## src/rtl/segcnt_pkg.sv

```systemverilog
package segcnt_pkg;

    // Status that one counter section reports to its neighbours.
    typedef struct packed {
        logic zero;   // registered: section currently holds zero
        logic one;    // section currently holds one
    } seg_flag_t;

    // Number of sections needed to cover a counter of the given width.
    function automatic int seg_count(input int width, input int seg_w);
        return (width + seg_w - 1) / seg_w;
    endfunction

    // Padded counter width after splitting into whole sections.
    function automatic int padded_width(input int width, input int seg_w);
        return seg_count(width, seg_w) * seg_w;
    endfunction

endpackage

```

## src/rtl/segcnt_section.sv

```systemverilog
module segcnt_section
    import segcnt_pkg::*;
#(
    parameter int               SEG_W    = 8,
    parameter logic [SEG_W-1:0] LOAD_VAL = '0
) (
    input  logic      clk,
    input  logic      rst,
    input  logic      load_i,   // full counter reload
    input  logic      step_i,   // decrement this section
    output seg_flag_t flags_o
);

    logic [SEG_W-1:0] val_q;
    logic             zero_q;

    always_ff @(posedge clk) begin
        if (rst || load_i) begin
            val_q  <= LOAD_VAL;
            zero_q <= (LOAD_VAL == '0);
        end else if (step_i) begin
            val_q  <= val_q - SEG_W'(1);
            zero_q <= (val_q == SEG_W'(1));
        end
    end

    always_comb begin
        flags_o.zero = zero_q;
        flags_o.one  = (val_q == SEG_W'(1));
    end

endmodule

```

## src/rtl/segcnt_final.sv

```systemverilog
module segcnt_final (
    input  logic clk,
    input  logic rst,
    input  logic low_one_i,     // low section holds one
    input  logic high_zero_i,   // every upper section flag set
    output logic term_o,        // counter currently at zero
    output logic tick_o
);

    logic term_q;
    logic tick_q;

    always_ff @(posedge clk) begin
        if (rst) begin
            term_q <= 1'b0;
            tick_q <= 1'b0;
        end else begin
            term_q <= !term_q && low_one_i && high_zero_i;
            tick_q <= term_q;
        end
    end

    assign term_o = term_q;
    assign tick_o = tick_q;

endmodule

```

## src/rtl/segcnt_tick.sv

```systemverilog
module segcnt_tick
    import segcnt_pkg::*;
#(
    parameter int          WIDTH  = 24,
    parameter int          SEG_W  = 8,
    parameter int unsigned PERIOD = 2500
) (
    input  logic clk,
    input  logic rst,
    output logic tick
);

    localparam int              NSEG     = seg_count(WIDTH, SEG_W);
    localparam int              PADW     = padded_width(WIDTH, SEG_W);
    localparam logic [PADW-1:0] RELOAD_V = PADW'(PERIOD - 1);

    seg_flag_t       flg [NSEG];
    logic [NSEG-1:0] zero_v;
    logic [NSEG-1:0] one_v;
    logic [NSEG-1:0] step_v;
    logic            term;
    logic            high_zero;

    assign step_v[0] = !term;

    for (genvar i = 0; i < NSEG; i++) begin : g_seg
        segcnt_section #(
            .SEG_W    (SEG_W),
            .LOAD_VAL (RELOAD_V[i*SEG_W +: SEG_W])
        ) u_sec (
            .clk     (clk),
            .rst     (rst),
            .load_i  (term),
            .step_i  (step_v[i]),
            .flags_o (flg[i])
        );
        assign zero_v[i] = flg[i].zero;
        assign one_v[i]  = flg[i].one;
        if (i > 0) begin : g_borrow
            assign step_v[i] = step_v[i-1] && zero_v[i-1];
        end
    end

    if (NSEG == 1) begin : g_single
        assign high_zero = 1'b1;
    end else begin : g_multi
        assign high_zero = &zero_v[NSEG-1:1];
    end

    segcnt_final u_final (
        .clk         (clk),
        .rst         (rst),
        .low_one_i   (one_v[0]),
        .high_zero_i (high_zero),
        .term_o      (term),
        .tick_o      (tick)
    );

endmodule

```

## config.mk

```make
export PLATFORM = sky130hd
export DESIGN_NAME = segcnt_tick
export DESIGN_NICKNAME = d
export VERILOG_FILES = /design/src/rtl/segcnt_pkg.sv /design/src/rtl/segcnt_section.sv /design/src/rtl/segcnt_final.sv /design/src/rtl/segcnt_tick.sv
export SDC_FILE = /design/constraint.sdc
export NUM_CORES = 1
export LEC_CHECK = 0
export ABC_AREA = 1
export BUFFER_PORTS_ARGS = -buffer_cell sky130_fd_sc_hd__buf_2
export CAP_MARGIN = 20
export CORE_MARGIN = 2
export CORE_UTILIZATION = 30
export CTS_CLUSTER_DIAMETER = 80
export DETAILED_ROUTE_END_ITERATION = 7
export PLACE_DENSITY_LB_ADDON = 0.2
export REMOVE_ABC_BUFFERS = 1
export SLEW_MARGIN = 15
export SYNTH_ARGS = -nofsm -noshare
export SYNTH_HDL_FRONTEND = slang
export SYNTH_SLANG_ARGS = --single-unit
```

## constraint.sdc

```tcl
create_clock -name clk -period 1.4 [get_ports clk]
set_input_delay 0.42 -clock clk [delete_from_list [all_inputs] [get_ports clk]]
set_output_delay 0.42 -clock clk [all_outputs]
set_load 0.005 [all_outputs]
```

==> results_dict.tcl <==
set metrics [dict create \
    hold_viol_final 0 \
    yosysMostFrequentCell "nor2_1" \
    synth_cell_types 21 \
    hp-class "input port to register" \
    syn-cell-area_mm2 0.00134 \
    cts_buffer_depth 2 \
    grt_pass1_vias 1036 \
    vias 1055 \
    crit_chain "inv_1, ha_1, nand4_1, or2_2, nand2_1" \
    synth-seq-area-share 0.432 \
    ios 3 \
    combPwrFrac 0.047 \
    nets 198 \
    viasPerCell 4.34 \
    ff2ff_setup_slack_ns 0.23 \
    synthToLayoutAreaGrowth_pct 11.3 \
    grt_pass1_wl_um 4550 \
    finalInstanceArea_mm2 0.00149 \
    synth_edf_count 0 \
    clock-sinks 29 \
    cts_resized 0 \
    min_period_over_period 0.839 \
    timing.fmax_mhz 851 \
    post-place-ws_ns 0.157 \
    ys.flop_type "dfxtp_1" \
    dieArea_mm2 0.00503 \
    rows 24 \
    synth_area_leaders "dfxtp_1 43%, nor2_1 8.7%, nand3_1 7.5%" \
    required_ns 1.63 \
    synth_seq_cells 29 \
    drc 0 \
    numPortBuffers 2 \
    antenna_found_initial 0 \
    use_met3 0.0427 \
    swShare 0.231 \
    synth_top_area_cell "dfxtp_1" \
    grt_usage 0.117 \
    finClkSkew_ns 0.00489 \
    final-setup-viol-count 0 \
    grt_max_degree 12 \
    wl_per_cell_um 9.89 \
    slew_violations 0 \
    hpwlAfterDp_um 1710 \
    drtIter0Drc 40 \
    p_leak_nw 0.620 \
    cts_setup_buffers 0 \
    drv_cap 0 \
    p_int_mw 1.22 \
    status "finished, final reports clean" \
    cpMaxStageDelayCell "dfxtp_1" \
    path_class "register to register" \
    core_region_area_mm2 0.00432 \
    vdd_ir_drop_max_mv 0.276 \
    synthArstFlopShare 0 \
    rsz0062_at_grt "no" \
    worstMarginPinSlew_ns 0.262 \
    insertedDiodeCount 0 \
    worst_setup_path_start_kind "register" \
    h-tree-depth 2 \
    max-slew-margin-rel 0.825 \
    clock_latency_ns 0.28 \
    gp_congestion 0.716 \
    final_core_util 0.345 \
    synthCells 181 \
    min_from "rst" \
    total_power_mw 1.58 \
    critPathArrivalTime_ns 1.40 \
    cts_tree "built" \
    endpoint_kind "register" \
    busiest_layer "met2" \
    cts_buffers 5 \
    finalCriticalPeriod_ns 1.17 \
    tns_ns 0 \
    yosys_warnings 0 \
    setup_ws_ns 0.225 \
    switchingPower_mw 0.366 \
    cp_max_fo 4 \
    drive_gt1_frac 0.0995 \
    dieWidth_um 70.9 \
    r2r-start "g_seg[0].u_sec.val_q[0]" \
    syn_avg_cell_area_um2 7.42 \
    startpoint "g_seg[0].u_sec.val_q[0]" \
    fillerInstances 480 \
    use_met2 0.170 \
    synth_common_cells "31 x nor2_1, 29 x dfxtp_1, 26 x nand2_1" \
    start_util 0.310 \
    cts_root_buffer "clkbuf_8" \
    p_per_area_mw_per_mm2 1060 \
    cp_slowest_stage_delay_ns 0.33 \
    power.share.clock 0.419 \
    wirelength_um 2400 \
    grtUsageMet1 0.149 \
    place_area_mm2 0.00141 \
    cts_hold_buffers 0 \
    cts.reportedPaths.clkPinSlew_ns 0.06 \
    power.share.sequential 0.535 \
    drtPass1Iterations 4 \
    die_y_um 70.9 \
    grt_overflow 0 \
    synth_top_area_frac 0.432 \
    antenna_left 0 \
]
worst max-delay path, delay by kind of cell, from the launching register on:
kind | cells | cell delay (ns)
and+or+nand+nor | 3 | 0.49
DFF | 1 | 0.33
buffers and inverters | 1 | 0.07
adders and majority gates | 1 | 0.23
area by class of cell:
| cell class | count | area [µm²] | area share |
|---|---|---|---|
| well taps | 52 | 65.1 | 0.0436 |
| flip-flops and latches | 29 | 581 | 0.389 |
| repair buffers | 4 | 25.0 | 0.0168 |
| clock buffers | 8 | 80.1 | 0.0536 |
| multi-input cells | 125 | 649 | 0.435 |
| inverters | 25 | 93.8 | 0.0628 |
power groups by stage:
stage                     Combinational [mW]  Clock (mW)  Sequential, mW
after floorplan                       0.0550           0           0.864
after global placement                0.0751           0           0.865
after detailed placement              0.0750           0           0.865
after CTS                             0.0755       0.700           0.847
after global routing                  0.0860       0.738           0.849
final                                 0.0737       0.663           0.848
final timing paths:
| kind | depth (start not counted) | end |
|---|---|---|
| min | 2 | u_final.tick_o |
| max | 5 | g_seg[0].u_sec.val_q[6] |
| min reg2reg | 1 | g_seg[0].u_sec.val_q[0] |
| max reg2reg | 5 | g_seg[0].u_sec.val_q[6] |
placed cells by master, fill, tap and decap left out:
cell	Yosys	final
a21oi_1	17	17
and2_1	2	2
buf_2	0	2
buf_4	1	2
clkbuf_1	0	3
clkbuf_8	0	5
dfxtp_1	29	29
ha_1	6	6
inv_1	24	24
inv_2	1	1
nand2_1	26	26
nand3_1	20	20
nand3_2	1	1
nand3_4	1	1
nand4_1	2	2
nor2_1	31	31
nor2_2	2	2
nor2_4	3	3
nor3_1	2	2
o21ai_0	8	8
o21ai_1	1	1
or2_2	2	2
xnor2_1	1	1
cell families (layout without fill, tap and decap cells):
family / after synthesis / count (layout) / share of synthesized area
AOI/OAI and AO/OA: 26 / 26 / 0.0969
adders and majority gates: 6 / 6 / 0.0559
DFF: 29 / 29 / 0.432
and+or+nand+nor: 92 / 92 / 0.324
buffers and inverters: 27 / 37 / 0.0839
xor gates and xnor gates: 1 / 1 / 0.00652
layer usage:
metal / share of wire / vias up / wire, µm
li1: - / 593 / -
met3: 0.041 / 6 / 98
met2: 0.40 / 12 / 955
met1: 0.53 / 444 / 1280
met4: 0.029 / 0 / 69
met5: 0 / - / 0
sequential cells by signal, summed over array words and instances, names as in the netlist:
| name | count |
|---|---|
| g_seg.u_sec.zero_q | 3 |
| u_final.tick_o | 1 |
| g_seg.u_sec.val_q | 24 |
| u_final.term_o | 1 |
per-stage QoR:
step,hold slack [ns],instances
CTS,0.288,243
global route,0.311,243
floorplan,0.384,179
finish,0.303,243
global placement,0.398,235
detailed placement,0.402,235
No activity file was read; power rests on OpenSTA's default activity.
